===== src/rtl/dbgt_pkg.sv =====
package dbgt_pkg;

  typedef enum logic [1:0] {
    HS_IDLE    = 2'd0,
    HS_ACK     = 2'd1,
    HS_RELEASE = 2'd2
  } hs_state_e;

  // True when an address falls inside the implemented bank.
  function automatic logic slot_hit(input int unsigned addr, input int unsigned nregs);
    return addr < nregs;
  endfunction

  // Address decode of one slot.
  function automatic logic slot_sel(input int unsigned addr, input int unsigned slot);
    return addr == slot;
  endfunction

endpackage


===== src/rtl/dbgt_hs_fsm.sv =====
module dbgt_hs_fsm
  import dbgt_pkg::*;
(
  input  logic clk,
  input  logic rst,
  input  logic req_i,
  output logic accept_o,
  output logic ack_o
);

  hs_state_e state_q, state_d;

  always_comb begin
    state_d = state_q;
    case (state_q)
      HS_IDLE:    if (req_i)  state_d = HS_ACK;
      HS_ACK:     if (!req_i) state_d = HS_RELEASE;
      HS_RELEASE: state_d = HS_IDLE;
      default:    state_d = HS_IDLE;
    endcase
  end

  always_ff @(posedge clk) begin
    if (rst) state_q <= HS_IDLE;
    else     state_q <= state_d;
  end

  // Acceptance happens only from idle; release swallows any request.
  assign accept_o = (state_q == HS_IDLE) && req_i;
  assign ack_o    = (state_q == HS_ACK);

endmodule


===== src/rtl/dbgt_regbank.sv =====
module dbgt_regbank
  import dbgt_pkg::*;
#(
  parameter int ADDR_W   = 8,
  parameter int DATA_W   = 32,
  parameter int NUM_REGS = 8
) (
  input  logic              clk,
  input  logic              rst,
  input  logic              we_i,
  input  logic [ADDR_W-1:0] addr_i,
  input  logic [DATA_W-1:0] wdata_i,
  output logic [DATA_W-1:0] rdata_o
);

  logic [NUM_REGS-1:0][DATA_W-1:0] slot_rd;

  for (genvar i = 0; i < NUM_REGS; i++) begin : g_slot
    logic [DATA_W-1:0] q;
    logic              sel;

    assign sel = slot_sel(int'(addr_i), i);

    always_ff @(posedge clk) begin
      if (rst)            q <= '0;
      else if (we_i && sel) q <= wdata_i;
    end

    assign slot_rd[i] = sel ? q : '0;
  end

  // OR of the decoded slots; an address outside the bank selects none.
  always_comb begin
    rdata_o = '0;
    for (int i = 0; i < NUM_REGS; i++) rdata_o = rdata_o | slot_rd[i];
  end

endmodule


===== src/rtl/dbgt_rd_hold.sv =====
module dbgt_rd_hold #(
  parameter int DATA_W = 32
) (
  input  logic              clk,
  input  logic              rst,
  input  logic              load_i,
  input  logic [DATA_W-1:0] d_i,
  output logic [DATA_W-1:0] q_o
);

  always_ff @(posedge clk) begin
    if (rst)         q_o <= '0;
    else if (load_i) q_o <= d_i;
  end

endmodule


===== src/rtl/dbg_reg_target.sv =====
module dbg_reg_target
  import dbgt_pkg::*;
#(
  parameter int ADDR_W   = 8,
  parameter int DATA_W   = 32,
  parameter int NUM_REGS = 8
) (
  input  logic              clk,
  input  logic              rst,
  input  logic              req_i,
  input  logic              wr_i,
  input  logic [ADDR_W-1:0] addr_i,
  input  logic [DATA_W-1:0] wdata_i,
  output logic              ack_o,
  output logic [DATA_W-1:0] rdata_o
);

  // Named internal events, visible to the bound checker.
  logic              accept_evt;
  logic              wr_evt;
  logic              rd_evt;
  logic              addr_hit;
  logic [DATA_W-1:0] bank_rdata;

  dbgt_hs_fsm u_fsm (
    .clk      (clk),
    .rst      (rst),
    .req_i    (req_i),
    .accept_o (accept_evt),
    .ack_o    (ack_o)
  );

  assign wr_evt   = accept_evt && wr_i;
  assign rd_evt   = accept_evt && !wr_i;
  assign addr_hit = slot_hit(int'(addr_i), NUM_REGS);

  dbgt_regbank #(
    .ADDR_W   (ADDR_W),
    .DATA_W   (DATA_W),
    .NUM_REGS (NUM_REGS)
  ) u_bank (
    .clk     (clk),
    .rst     (rst),
    .we_i    (wr_evt && addr_hit),
    .addr_i  (addr_i),
    .wdata_i (wdata_i),
    .rdata_o (bank_rdata)
  );

  dbgt_rd_hold #(
    .DATA_W (DATA_W)
  ) u_hold (
    .clk    (clk),
    .rst    (rst),
    .load_i (rd_evt),
    .d_i    (bank_rdata),
    .q_o    (rdata_o)
  );

endmodule


===== config.mk =====
export PLATFORM = sky130hd
export DESIGN_NAME = dbg_reg_target
export DESIGN_NICKNAME = d
export VERILOG_FILES = /design/src/rtl/dbgt_pkg.sv /design/src/rtl/dbgt_hs_fsm.sv /design/src/rtl/dbgt_regbank.sv /design/src/rtl/dbgt_rd_hold.sv /design/src/rtl/dbg_reg_target.sv
export SDC_FILE = /design/constraint.sdc
export NUM_CORES = 1
export LEC_CHECK = 0
export ABC_AREA = 1
export BUFFER_PORTS_ARGS = -buffer_cell sky130_fd_sc_hd__buf_2
export CAP_MARGIN = 15
export CORE_AREA = 5 5 216 218
export CTS_CLUSTER_SIZE = 16
export DETAILED_ROUTE_END_ITERATION = 10
export DIE_AREA = 0 0 221 223
export SLEW_MARGIN = 20
export SYNTH_ARGS = -nofsm -noshare
export SYNTH_HDL_FRONTEND = slang
export SYNTH_SLANG_ARGS = --single-unit

===== constraint.sdc =====
create_clock -name clk -period 1.4 [get_ports clk]
set_input_delay 0.28 -clock clk [delete_from_list [all_inputs] [get_ports clk]]
set_output_delay 0.28 -clock clk [all_outputs]
set_load 0.005 [all_outputs]

**After elaboration in Yosys (flattened, before gate mapping)**

Index checks and enable logic that the tools add are counted.

- Add/subtract/negate cells: 0
- Multipliers: 0
- Div/mod/pow operators: 0
- Order comparisons: 1
- Equality and inequality tests: 10
- Shifts and indexed selects: 0
- Muxes and demuxes: 11
- Bitwise logic cells: 7
- Reduce and logical (&&, ||, !) cells: 16

Operator list:

| operator | number |
|---|---|
| 32-bit 2-to-1 mux | 8 |
| 32-bit OR | 7 |
| 8-bit by 3-bit == test with 1-bit output (second input constant) | 4 |
| 8-bit by 2-bit == test with 1-bit output (second input constant) | 2 |
| 1-bit logical AND | 12 |
| 8-bit by 1-bit == test with 1-bit output (second input constant) | 1 |
| 8-bit logical NOT | 1 |
| 8-bit by 4-bit less-than comparator with 1-bit output (second input constant) | 1 |
| 2-bit 2-to-1 mux | 2 |
| 2-bit != test (second input constant) | 2 |
| 2-bit case mux with 2 select lines | 1 |
| 2-bit by 1-bit == test with 1-bit output (second input constant) | 1 |
| 2-bit logical NOT | 1 |
| 2-bit AND reduction | 1 |
| 1-bit logical NOT | 1 |

- Register bits after elaboration: 290
- Latch bits: 0
- Memory bits (writable): 0
- ROM bits: 0
- Input bits: 44
- Output and inout port bits: 33
- Memories kept: 0

**Depth between registers and ports, before layout**

Gate-level depths: netlist of run 1.

- Word-level depth: 9
- Mapped depth: 10

**Cells and area by module**

Synthesis of run 1 repeated with hierarchy kept, for this count alone.

- Cell total of the unflattened synthesis: 2243
- Area total of the unflattened synthesis: 14000.9 um2

By module, submodules not included:

| module | times used | cells an instance | area an instance (um2) | seq. area each (um2) |
|---|---|---|---|---|
| dbgt_regbank | 1 | 2020 | 12548.3 | 5124.9 |
| dbgt_rd_hold | 1 | 203 | 1338.8 | 640.6 |
| dbgt_hs_fsm | 1 | 12 | 80.1 | 40.0 |
| dbg_reg_target | 1 | 8 | 33.8 | 0.0 |

**Worst setup path after synthesis of run 1**

Ideal clock, no wire load.

- Kind: input port to flip-flop
- From: input addr_i[5]
- To: register u_bank.g_slot[1].q[23]
- Arrival time: 1.329 ns
- Required time: 1.287 ns
- Setup slack: -0.042 ns
- Stages on the path: 10
- Path buffers: 2
- Cell sequence: nor2_1 -> nand2_1 -> nor2_1 -> nand3b_1 -> buf_6 -> nor2_4 -> buf_4 -> nand2_1 -> nand2_1 -> nor2_1

- Longest elaborated chain between the ends: 3
- Elaborated cells between the ends (all ways): 4

Ends and longest elaborated chain:

| what | RTL line | RTL |
|---|---|---|
| from (decl) | dbg_reg_target.sv:12 | `input logic [ADDR_W-1:0] addr_i,` |
| 8-bit by 4-bit less-than comparator with 1-bit output | dbgt_pkg.sv:11 | `return addr < nregs;` |
| 1-bit logical AND | dbg_reg_target.sv:44 | `.we_i (wr_evt && addr_hit),` |
| 1-bit logical AND * | dbgt_regbank.sv:26 | `else if (we_i && sel) q <= wdata_i;` |
| to (signal assigned) | dbgt_regbank.sv:26 |  |
| to (decl) | dbgt_regbank.sv:19 | `logic [DATA_W-1:0] q;` |

Every way passes the cells marked *; elsewhere a longest branch is shown, timed or not.
A chain may end at the register's enable or synchronous reset.

**Worst setup path after layout of run 1**

- From: register u_fsm.state_q[1]
- To: register u_bank.g_slot[2].q[20]

- Longest elaborated chain between the ends: 5

Ends and longest elaborated chain:

| what | RTL line | RTL |
|---|---|---|
| from (decl) | dbgt_hs_fsm.sv:11 | `hs_state_e state_q, state_d;` |
| from (signal assigned) | dbgt_hs_fsm.sv:25 | `else state_q <= state_d;` |
| 2-bit logical NOT | dbgt_hs_fsm.sv:29 | `assign accept_o = (state_q == HS_IDLE) && req_i;` |
| 1-bit logical AND | dbgt_hs_fsm.sv:29 |  |
| 1-bit logical AND | dbg_reg_target.sv:33 | `assign wr_evt = accept_evt && wr_i;` |
| 1-bit logical AND | dbg_reg_target.sv:44 |  |
| 1-bit logical AND | dbgt_regbank.sv:26 |  |
| to (signal assigned) | dbgt_regbank.sv:26 |  |
| to (decl) | dbgt_regbank.sv:19 |  |

No other way between the ends.

==> results.txt, run 1 <==
----------------------------------------------------
[Outcome]
  Run status ... complete, but fails checks
  Violated checks ... setup timing

[Timing]
  Final hold vios ... 0
  Unrepaired setup endpoints after global routing ... true
  Number of failing setup endpoints in the final timing report ... about 290
  Tightest slew margin relative to the limit ... between 60% and 70%
  Min Tclk post-route ... 1750 ps
  Clock tree skew after final layout ... between 20 and 25 ps
  Highest clock frequency the design can meet ... approximately 570 MHz
  Post-Route Setup TNS ... -76880 ps
  Fin crit share ... 125%
  Setup WS post-layout ... -355 ps
  Slew @ Worst Pin ... ~480 ps
  Final number of max-transition violations ... 0

[Finish]
  Final #Nets ... about 2200
  Top library cells by usage in the layout, fill and taps aside ... 561 x sky130_fd_sc_hd__nor2_1, 521 x sky130_fd_sc_hd__nand2_1, 289 x sky130_fd_sc_hd__dfxtp_1
  Reg area ... 0.00581 mm^2
  Share of post-route cells with drive strength above 1 ... ~21%
  Filler Cell Count ... 4605
  Area growth from synthesis to layout ... 34.8%
  Commonest non-fill, non-tap cell in the layout ... sky130_fd_sc_hd__nor2_1
  Multi-input combinational cell area ... roughly 0.0071 mm^2
  Number of standard cells in the layout, taps in and fillers out ... about 2800
  Antenna diode instance count ... 0

[Global route]
  Antenna violations before repair ... 0
  Pin count of the biggest net entering global routing ... 54
  Remaining global-route overflow ... 0
  Wire length of the first global-routing pass ... approximately 65 mm
  Via count of the first global-routing pass ... about 12000
  Global-route usage over all layers ... between 10% and 20%

[Critical path]
  Start-to-end type of the worst setup path ... reg -> reg
  Startpoint Class ... flop
  Endpoint type of the worst setup path ... flop
  Highest fanout seen on the critical path ... 8
  Arrival time at the worst endpoint ... 2150 ps
  Required time at the worst-slack endpoint ... around 1800 ps

[Clock tree]
  Clock tree root driver cell ... sky130_fd_sc_hd__clkbuf_16
  Number of sinks driven by the clock tree ... 290
  CTS tree ... done
  Clock insertion delay at the later pin of the skew report ... 510 ps
  Longest Clk Path Bufs ... 3
  Htree depth ... 2
  Number of buffers created by CTS ... 34
  Clock-pin transition on the worst setup and hold timing paths ... about 60 ps

[Floorplan]
  Die Span X ... approximately 220 um
  Number of I/O pins ... 77
  Area of the core ... about 0.045 mm^2
  Die Y-Extent ... roughly 220 um
  Floorplan row count ... between 70 and 80
  Starting density of the core ... between 20 and 30%
  Die outline area ... 0.0493 mm^2

[Synthesis]
  Number of different library cells in the post-synthesis netlist ... 20
  Number of nets in the synthesized netlist ... 2088
  Average instance area after synthesis ... roughly 6.4 um^2
  Ys Warns ... 0
  Cell taking the most area after synthesis ... sky130_fd_sc_hd__dfxtp_1
  Sequential element share of the synthesized area ... 44.2%
  Number of synthesized register bits ... between 200 and 300
  Count of mapped cells out of synthesis ... about 2000
  Area of the mapped netlist ... between 0.01 and 0.015 mm^2
  Area share of the largest cell type after synthesis ... between 40% and 50%
  Cell types occupying the most area after synthesis ... sky130_fd_sc_hd__dfxtp_1 44%, sky130_fd_sc_hd__nand2_1 19%, sky130_fd_sc_hd__nor2_1 17%, sky130_fd_sc_hd__nand3_1 9.8%, sky130_fd_sc_hd__buf_2 2.3%

[Run]
  Number of max-cap violations ... 0

[Detailed routing]
  TritonRoute pass-1 iters ... 5
  Final wirelength ... ~45 mm
  Iter 0 DRT Violations ... 1127
  Drt drc ... 0
  Routed WL per cell ... 16.1 um
  Detail Route Antenna Nets ... 0
  Via Count ... around 13000
  Detail-routed via count per cell ... ~4.7

[Placement]
  Port-buffer cells ... 76
  HPWL Detailed ... 24.8 mm
  Placer's final routability congestion estimate ... between 0.8 and 0.9
  Pre-CTS WS ... -373 ps
  Placed cell count ... between 2000 and 3000

[Pwr]
  Share of power burned in the clock network ... roughly half
  Reported net switching power ... approximately 4.4 mW
  Lkg Pwr ... between 7 and 8 nW
  Fraction of power consumed by sequential logic ... 44.2%
  Combinational share of power ... under 10%
  Fraction of power spent switching nets ... between 20% and 30%
  Power density over the cells ... 1070 mW/mm^2
  Worst voltage drop across the vdd grid ... ~0.66 mV
  Cell Int Power ... around 14 mW

[Hold path]
  Worst hold path type ... in -> reg

----------------------------------------------------
==> worst max-delay path, stage by stage, from the launching register on <==
cell and delay (ps):
sky130_fd_sc_hd__dfxtp_2 320, sky130_fd_sc_hd__nor2_2 110, sky130_fd_sc_hd__nand2_2 100, sky130_fd_sc_hd__nand3b_1 220, sky130_fd_sc_hd__buf_12 170, sky130_fd_sc_hd__buf_12 130
sky130_fd_sc_hd__nor2_8 120, sky130_fd_sc_hd__buf_12 140, sky130_fd_sc_hd__clkbuf_16 190, sky130_fd_sc_hd__nand2_2 50, sky130_fd_sc_hd__nand2_1 60, sky130_fd_sc_hd__nor2_1 40
==> cell type report <==
class                           instances  share of cell area [%]
Clock buffer                           50                    5.90
Clock inverter                          9                   0.714
Inverter                               41                   0.940
Multi-Input combinational cell       1578                    39.9
Sequential cell                       290                    32.8
Tap cell                              600                    4.24
Timing Repair Buffer                  222                    15.5
==> registers in the layout, summed over array words and instances (netlist names) <==
name,cells
u_bank.g_slot.q,256
u_fsm.state_q,2
u_hold.q_o,32
==> Yosys cell counts, drive strengths merged <==
master / instances
buf: 92
nand2: 655
dfxtp: 290
inv: 41
nand3: 256
nand3b: 1
nor3b: 1
nor2: 600
clkbuf: 43
a21oi: 32
nor4: 1
o21ai: 32
==> cells by family after synthesis <==
logic type | Yosys count | synth area share (%)
AND/OR/NAND/NOR | 1514 | 47.0
buffers and inverters | 176 | 6.37
AO/OA/AOI/OAI | 64 | 2.44
flip-flops | 290 | 44.2
==> routing by layer <==
| layer | wire length (um) | track usage (%) | vias up |
|---|---|---|---|
| li1 | - | - | 6608 |
| met5 | 0 | 0 | - |
| met4 | 1260 | 4.44 | 0 |
| met1 | 20000 | 20.7 | 6092 |
| met2 | 21000 | 27.3 | 381 |
| met3 | 2760 | 2.33 | 97 |
==> worst paths after layout <==
path	depth (start not counted)	endpoint	start	slack (ps)
setup reg to reg	11	u_bank.g_slot[2].q[20]	u_fsm.state_q[1]	-350
hold / removal	2	u_fsm.state_q[1]	rst	40
hold reg to reg	2	u_fsm.state_q[1]	u_fsm.state_q[0]	470
setup / recovery	11	u_bank.g_slot[2].q[20]	u_fsm.state_q[1]	-350
==> repair_timing <==
action                                 in CTS  in global routing
setup endpoints to repair                 289                289
hold buffers                                1                  0
gates cloned                                7                 23
setup buffers                              10                 17
endpoints found under the hold margin       1                  0
pin swaps                                   5                 35
resized for setup                          32                209
==> per-stage QoR <==
stage	util (%)	hold slack [ps]	instance area, um^2	total power [mW]
6_report	39.6	36.6	17700	18.9
5_1_grt	39.6	39.8	17700	19.5
4_1_cts	36.6	25.8	16400	18.9
3_5_place_dp	33.1	456	14800	9.64
3_3_place_gp	33.1	447	14800	9.63
2_1_floorplan	-	352	13200	9.11
==> power groups by stage <==
stage / Sequential, mW / Combinational [mW] / Clock, mW
6_report: 8.34 / 1.22 / 9.29
5_1_grt: 8.35 / 1.33 / 9.79
4_1_cts: 8.34 / 1.12 / 9.44
3_5_place_dp: 8.53 / 1.11 / 0
3_3_place_gp: 8.53 / 1.10 / 0
2_1_floorplan: 8.52 / 0.584 / 0
Power figures use the tool's default switching activity.
==> run 2: changes to the inputs <==
--- a/config.mk
+++ b/config.mk
@@ -9,6 +9,7 @@
 export BUFFER_PORTS_ARGS = -buffer_cell sky130_fd_sc_hd__buf_2
 export CAP_MARGIN = 15
 export CORE_AREA = 5 5 216 218
+export CTS_BUF_LIST = sky130_fd_sc_hd__clkbuf_8
 export CTS_CLUSTER_SIZE = 16
 export DETAILED_ROUTE_END_ITERATION = 10
 export DIE_AREA = 0 0 221 223
==> run 2 against run 1 <==
  * The flow still finishes with violations (setup timing)
  * Sequential cell count stayed put
  * Utilization is 1.0 points lower
  * Via count is 0.46% higher
  * Sequential power hardly changed
  * Register-to-register slack better by 50 ps
  * Critical path type unchanged
  * Critical endpoint is now u_bank.g_slot[0].q[24]
  * Largest cell class unchanged
  * Largest power group is now registers
==> results.txt, run 2 (synthesis results as in run 1) <==
----------------------------------------------------
[Floorplan]
  Area of the core ... approximately 0.045 mm^2
  Starting density of the core ... between 20 and 30%
  Die Span X ... 221 um
  Die Y-Extent ... between 200 and 250 um
  Floorplan row count ... about 80
  Number of I/O pins ... 77
  Die outline area ... 0.0493 mm^2

[Critical path]
  End of the worst register-to-register path ... u_bank.g_slot[0].q[24]
  Critical path startpoint ... u_fsm.state_q[1]
  Startpoint Class ... flop
  Timing endpoint of the critical path ... u_bank.g_slot[0].q[24]
  Largest delay share family, worst path ... simple AND/OR/NAND/NOR gates
  Required time at the worst-slack endpoint ... ~1900 ps
  Register-to-register setup slack ... -300 ps
  Arrival time at the worst endpoint ... roughly 2200 ps
  Delay contributed by the slowest stage of the critical path ... between 300 and 400 ps
  Crit Reg-Reg Startpoint ... u_fsm.state_q[1]
  Worst-case reg-to-reg path depth ... 10
  Highest fanout seen on the critical path ... 8
  Most frequent CP cell ... sky130_fd_sc_hd__buf_12
  Start-to-end type of the worst setup path ... reg -> reg
  Cells along the critical path ... nor2_2, nand2_2, nand3b_1, buf_12, nor2_8, buf_12, clkbuf_16, nand2_4, nand2_1, nor2_1
  Total buffers and inverters traversed by the critical path ... 3
  Slowest-stage cell, CP ... sky130_fd_sc_hd__dfxtp_2
  Endpoint type of the worst setup path ... flop
  Number of stages on the worst setup path ... 10

[Outcome]
  Run status ... complete, but fails checks
  Violated checks ... setup timing

[Timing]
  Clock tree skew after final layout ... ~23 ps
  Min Tclk post-route ... between 1500 and 2000 ps
  Final hold vios ... 0
  Unrepaired setup endpoints after global routing ... true
  Final number of max-transition violations ... 0
  Slew @ Worst Pin ... between 500 and 600 ps
  Fin crit share ... 122%
  Tightest slew margin relative to the limit ... between 60% and 70%
  Setup WS post-layout ... -304 ps
  Number of failing setup endpoints in the final timing report ... approximately 290
  Highest clock frequency the design can meet ... about 600 MHz

[Finish]
  Number of flip-flops under the largest register name ... around 260
  Commonest non-fill, non-tap cell in the layout ... sky130_fd_sc_hd__nor2_1
  Final #Nets ... 2225
  Design area ... about 0.017 mm^2
  Filler Cell Count ... 4692
  Most flop-heavy register ... u_bank.g_slot.q
  Top library cells by usage in the layout, fill and taps aside ... 562 x sky130_fd_sc_hd__nor2_1, 560 x sky130_fd_sc_hd__nand2_1, 289 x sky130_fd_sc_hd__dfxtp_1
  Largest regs ... u_bank.g_slot.q (256), u_hold.q_o (32), u_fsm.state_q (2)
  Area growth from synthesis to layout ... 31.2%
  Antenna diode instance count ... 0
  Share of post-route cells with drive strength above 1 ... roughly a fifth

[Pwr]
  Lkg Pwr ... between 7 and 8 nW
  Power density over the cells ... 997 mW/mm^2
  Worst voltage drop across the vdd grid ... between 0.6 and 0.7 mV
  Post-route total power ... ~17 mW

[Detailed routing]
  Final wirelength ... about 45 mm
  Detail-routed via count per cell ... around 4.7
  Routed WL per cell ... between 15 and 20 um
  Drt drc ... 0
  Iter 0 DRT Violations ... ~1000
  TritonRoute pass-1 iters ... 5
  Detail Route Antenna Nets ... 0
  Via Count ... around 13000

[Global route]
  Pin count of the biggest net entering global routing ... 54
  Via count of the first global-routing pass ... between 10000 and 15000
  Antenna violations before repair ... 0
  Global-route usage over all layers ... ~16%
  Wire length of the first global-routing pass ... 64.6 mm
  Remaining global-route overflow ... 0

[Placement]
  HPWL Detailed ... 24.8 mm
  Cell area after placement ... 0.0148 mm^2
  Port-buffer cells ... 76
  Placer's final routability congestion estimate ... 0.812

[Clock tree]
  Number of buffers created by CTS ... 50
  CTS tree ... done
  Longest Clk Path Bufs ... 3
  Clock insertion delay at the later pin of the skew report ... ~580 ps
  Htree depth ... 2
  Number of sinks driven by the clock tree ... a little under 300
  Clock-pin transition on the worst setup and hold timing paths ... 60 ps
  Clock tree root driver cell ... sky130_fd_sc_hd__clkbuf_8

[Hold path]
  Worst hold path type ... in -> reg

[Run]
  Number of max-cap violations ... 0

----------------------------------------------------
==> run 2: worst min path at each step <==
| stage | from | slack, ps | depth (start not counted) | endpoint |
|---|---|---|---|---|
| 2_1_floorplan | rst | 350 | 1 | u_fsm.state_q[1] |
| 3_3_place_gp | u_fsm.state_q[0] | 450 | 2 | u_fsm.state_q[1] |
| 3_5_place_dp | u_fsm.state_q[0] | 460 | 2 | u_fsm.state_q[1] |
| 4_1_cts | wdata_i[15] | 100 | 5 | u_bank.g_slot[6].q[15] |
| 5_1_grt | wdata_i[5] | 160 | 5 | u_bank.g_slot[5].q[5] |
| 6_report | wdata_i[5] | 130 | 5 | u_bank.g_slot[5].q[5] |
==> run 2: what timing repair did <==
action	in CTS	in global routing
endpoints found under the setup margin	291	295
pin swaps	10	28
endpoints found under the hold margin	2	0
hold buffers	3	0
setup buffers	6	19
cloned	5	25
gates resized for setup	30	157
==> run 2: stage by stage <==
step | util (%) | TNS (ps) | hold WS, ps | setup slack [ps] | cells
final | 38.6 | -58460 | 134 | -304 | 2812
after global routing | 38.6 | -79540 | 161 | -359 | 2812
after CTS | 36.0 | -48880 | 102 | -253 | 2773
after detailed placement | 33.1 | -88320 | 456 | -373 | 2676
after global placement | 33.1 | -90220 | 447 | -382 | 2676
after floorplan | - | -1320 | 352 | -42.1 | 2044
==> run 2: cell type report <==
type                            instances  area (um^2)  share of cell area [%]
Multi-Input combinational cell       1578         6930                    40.2
Timing Repair Buffer                  220         2610                    15.1
Clock inverter                         20          106                   0.617
Sequential cell                       290         5810                    33.7
Inverter                               41          166                   0.966
Clock buffer                           63          867                    5.03
Tap cell                              600          751                    4.36
==> run 2: worst min-delay path: stages <==
cell and delay, ps:
sky130_fd_sc_hd__buf_2 80, sky130_fd_sc_hd__inv_1 120, sky130_fd_sc_hd__nand2_2 90, sky130_fd_sc_hd__nand2_1 40, sky130_fd_sc_hd__nor2_1 70
==> run 2: routing by layer <==
layer | global-route usage [%] | share of wire (%) | routed length [um]
met5 | 0 | 0 | 0
met4 | 4.64 | 2.8 | 1250
met1 | 20.5 | 44 | 20100
met2 | 26.8 | 47 | 21300
met3 | 2.78 | 5.8 | 2640
==> run 2: power breakdown <==
group / internal [mW] / switching [mW]
registers: 8.31 / 0.0342
logic: 0.398 / 0.764
clock network: 4.17 / 3.49
==> run 3: changes to the inputs <==
--- a/config.mk
+++ b/config.mk
@@ -13,6 +13,7 @@
 export CTS_CLUSTER_SIZE = 16
 export DETAILED_ROUTE_END_ITERATION = 10
 export DIE_AREA = 0 0 221 223
+export MAX_ROUTING_LAYER = met4
 export SLEW_MARGIN = 20
 export SYNTH_ARGS = -nofsm -noshare
 export SYNTH_HDL_FRONTEND = slang
==> constraint.sdc (replaced) <==
create_clock -name clk -period 1.8 [get_ports clk]
set_input_delay 0.36 -clock clk [delete_from_list [all_inputs] [get_ports clk]]
set_output_delay 0.36 -clock clk [all_outputs]
set_load 0.005 [all_outputs]
==> run 3 against run 2 <==
  * Highest routed layer unchanged
  * Largest power group unchanged
  * Combinational power is 30% lower
  * The run now ends clean
  * Sequential cell count stayed put
  * Final cell count down 1.9%
  * Non-clock buffer count is 59 lower
  * Critical path type unchanged
  * Critical endpoint is now u_bank.g_slot[1].q[13]
  * Sequential power fell by 22%
  * Setup slack improved by 340 ps
==> results.txt, run 3 (synthesis results as in run 1) <==
----------------------------------------------------
[Critical path]
  Total buffers and inverters traversed by the critical path ... 3
  Highest fanout seen on the critical path ... 9
  Start-to-end type of the worst setup path ... reg -> reg
  Required time at the worst-slack endpoint ... between 2000 and 2500 ps
  Delay contributed by the slowest stage of the critical path ... ~330 ps
  Largest delay share family, worst path ... simple AND/OR/NAND/NOR gates
  Slowest-stage cell, CP ... sky130_fd_sc_hd__dfxtp_2
  Register-to-register setup slack ... 40 ps
  Endpoint type of the worst setup path ... flop
  End of the worst register-to-register path ... u_bank.g_slot[1].q[13]
  Startpoint Class ... flop
  Arrival time at the worst endpoint ... between 2000 and 2500 ps
  Cells along the critical path ... nor2_2, nand2_2, nand3b_1, buf_12, nor2_4, buf_12, clkbuf_16, nand2_1, nand2_1, nor2_1
  Crit Reg-Reg Startpoint ... u_fsm.state_q[0]
  Worst-case reg-to-reg path depth ... 10

[Clock tree]
  Clock insertion delay at the later pin of the skew report ... around 620 ps
  Longest Clk Path Bufs ... 3
  Clock-pin transition on the worst setup and hold timing paths ... about 60 ps
  CTS tree ... done
  Clock tree root driver cell ... sky130_fd_sc_hd__clkbuf_8
  Htree depth ... 2
  Number of buffers created by CTS ... 53
  Number of sinks driven by the clock tree ... 290

[Global route]
  Wire length of the first global-routing pass ... between 60 and 70 mm
  Global-route usage over all layers ... 16.0%
  Via count of the first global-routing pass ... between 10000 and 15000
  Pin count of the biggest net entering global routing ... 47
  Antenna violations before repair ... 0
  Remaining global-route overflow ... 0

[Detailed routing]
  Detail Route Antenna Nets ... 0
  Drt drc ... 0
  Detail-routed via count per cell ... between 4 and 5
  Final wirelength ... 39.9 mm
  Via Count ... around 13000
  Routed WL per cell ... roughly 14 um
  Iter 0 DRT Violations ... 757
  TritonRoute pass-1 iters ... 5

[Hold path]
  Startpoint of the tightest hold check path ... wdata_i[5]
  Worst hold path type ... in -> reg
  Depth of the worst hold-timing path ... 5
  Hold EP ... u_bank.g_slot[0].q[5]

[Floorplan]
  Starting density of the core ... between 20% and 30%
  Floorplan row count ... 78
  Number of I/O pins ... just under 80
  Area of the core ... roughly 0.045 mm^2
  Die Y-Extent ... approximately 220 um
  Die outline area ... between 0.04 and 0.05 mm^2
  Die Span X ... 221 um

[Placement]
  HPWL Detailed ... about 25 mm
  Port-buffer cells ... 76
  Cell area after placement ... approximately 0.015 mm^2
  Placer's final routability congestion estimate ... between 0.7 and 0.8

[Timing]
  Number of failing setup endpoints in the final timing report ... 0
  Slew @ Worst Pin ... about 350 ps
  Final number of max-transition violations ... 0
  Post-Route Setup TNS ... 0 ps
  Fin crit share ... 97.9%
  Min Tclk post-route ... ~1800 ps
  Final hold vios ... 0
  Clock tree skew after final layout ... ~22 ps
  Tightest slew margin relative to the limit ... between 70% and 80%
  Highest clock frequency the design can meet ... 567 MHz

[Finish]
  Area growth from synthesis to layout ... 20.8%
  Final #Nets ... between 2000 and 2500
  Largest regs ... u_bank.g_slot.q (256), u_hold.q_o (32), u_fsm.state_q (2)
  Number of flip-flops under the largest register name ... about 260
  Core occupancy in the finished layout ... approximately 36%
  Design area ... between 0.015 and 0.02 mm^2
  Top library cells by usage in the layout, fill and taps aside ... 651 x sky130_fd_sc_hd__nand2_1, 582 x sky130_fd_sc_hd__nor2_1, 288 x sky130_fd_sc_hd__dfxtp_1
  Share of post-route cells with drive strength above 1 ... 12.3%
  Commonest non-fill, non-tap cell in the layout ... sky130_fd_sc_hd__nand2_1
  Antenna diode instance count ... 0
  Most flop-heavy register ... u_bank.g_slot.q

[Pwr]
  Worst voltage drop across the vdd grid ... 0.469 mV
  Lkg Pwr ... approximately 7 nW
  Power density over the cells ... about 850 mW/mm^2

[Run]
  Number of max-cap violations ... 0

[Outcome]
  Run status ... completed

----------------------------------------------------
==> run 3: changes by cell type in the layout (fill, tap and decap cells not counted), moves of 6 or more <==
cell | before | now
sky130_fd_sc_hd__buf_12 | 56 | 41
sky130_fd_sc_hd__inv_1 | 53 | 47
sky130_fd_sc_hd__buf_4 | 46 | 37
sky130_fd_sc_hd__nand2_2 | 75 | 4
sky130_fd_sc_hd__buf_6 | 14 | 2
sky130_fd_sc_hd__nand2_1 | 560 | 651
sky130_fd_sc_hd__clkinv_2 | 1 | 10
sky130_fd_sc_hd__nand2_4 | 20 | 0
sky130_fd_sc_hd__buf_8 | 6 | 0
sky130_fd_sc_hd__nor2_2 | 18 | 1
sky130_fd_sc_hd__nor2_1 | 562 | 582
sky130_fd_sc_hd__clkbuf_16 | 16 | 2
==> run 3: what timing repair did <==
action | in CTS | in global routing
hold endpoints to repair | 2 | 0
buffers inserted | 0 | 3
resized for setup | 0 | 10
setup endpoints to repair | 0 | 36
hold buffers | 3 | 0
==> run 3: layout make-up <==
class,instances,area [um^2]
fill,4860,28800
multi-input combinational,1578,6540
sequential,290,5810
timing repair buffer,161,1580
clock buffer,65,895
tap,600,751
inverter,41,166
clock inverter,24,136
==> run 3: worst register-to-register path: cells and delay by family, from the launching register on <==
kind	cells	cell delay, ps
and+or+nand+nor	7	800
buffers and inverters	3	520
DFF	1	330
==> run 3: metrics by stage <==
step	cells	hold slack (ps)	power [mW]	setup slack [ps]
after global routing	2759	181	14.1	-11.7
after detailed placement	2661	471	7.45	-81.7
after floorplan	2044	432	7.08	278
after CTS	2753	127	13.7	33.7
final	2759	185	13.5	37.1
after global placement	2661	446	7.44	-37.6
==> run 3: worst max path at each step <==
stage / startpoint / end / slack, ps / cells past startpoint
6_report: u_fsm.state_q[0] / u_bank.g_slot[1].q[13] / 40 / 10
3_5_place_dp: addr_i[5] / u_bank.g_slot[1].q[10] / -80 / 11
2_1_floorplan: addr_i[5] / u_bank.g_slot[1].q[23] / 280 / 10
3_3_place_gp: addr_i[5] / u_bank.g_slot[1].q[22] / -40 / 11
4_1_cts: u_fsm.state_q[1] / u_bank.g_slot[1].q[10] / 30 / 9
5_1_grt: u_fsm.state_q[0] / u_bank.g_slot[1].q[7] / -10 / 10
==> run 3: routing by layer <==
layer / share of wire (%) / vias to the layer above / routed length [um] / GRT usage (%)
li1: - / 6502 / - / -
met1: 45 / 5800 / 18000 / 19.8
met2: 47 / 262 / 18800 / 26.2
met3: 5.0 / 82 / 1980 / 3.14
met4: 2.7 / 0 / 1070 / 5.44
met5: 0 / - / 0 / -
==> run 3: power by group <==
| part | switching (mW) | internal [mW] | total [mW] |
|---|---|---|---|
| sequential | 0.0273 | 6.47 | 6.50 |
| combinational | 0.546 | 0.269 | 0.815 |
| clock | 2.81 | 3.38 | 6.19 |
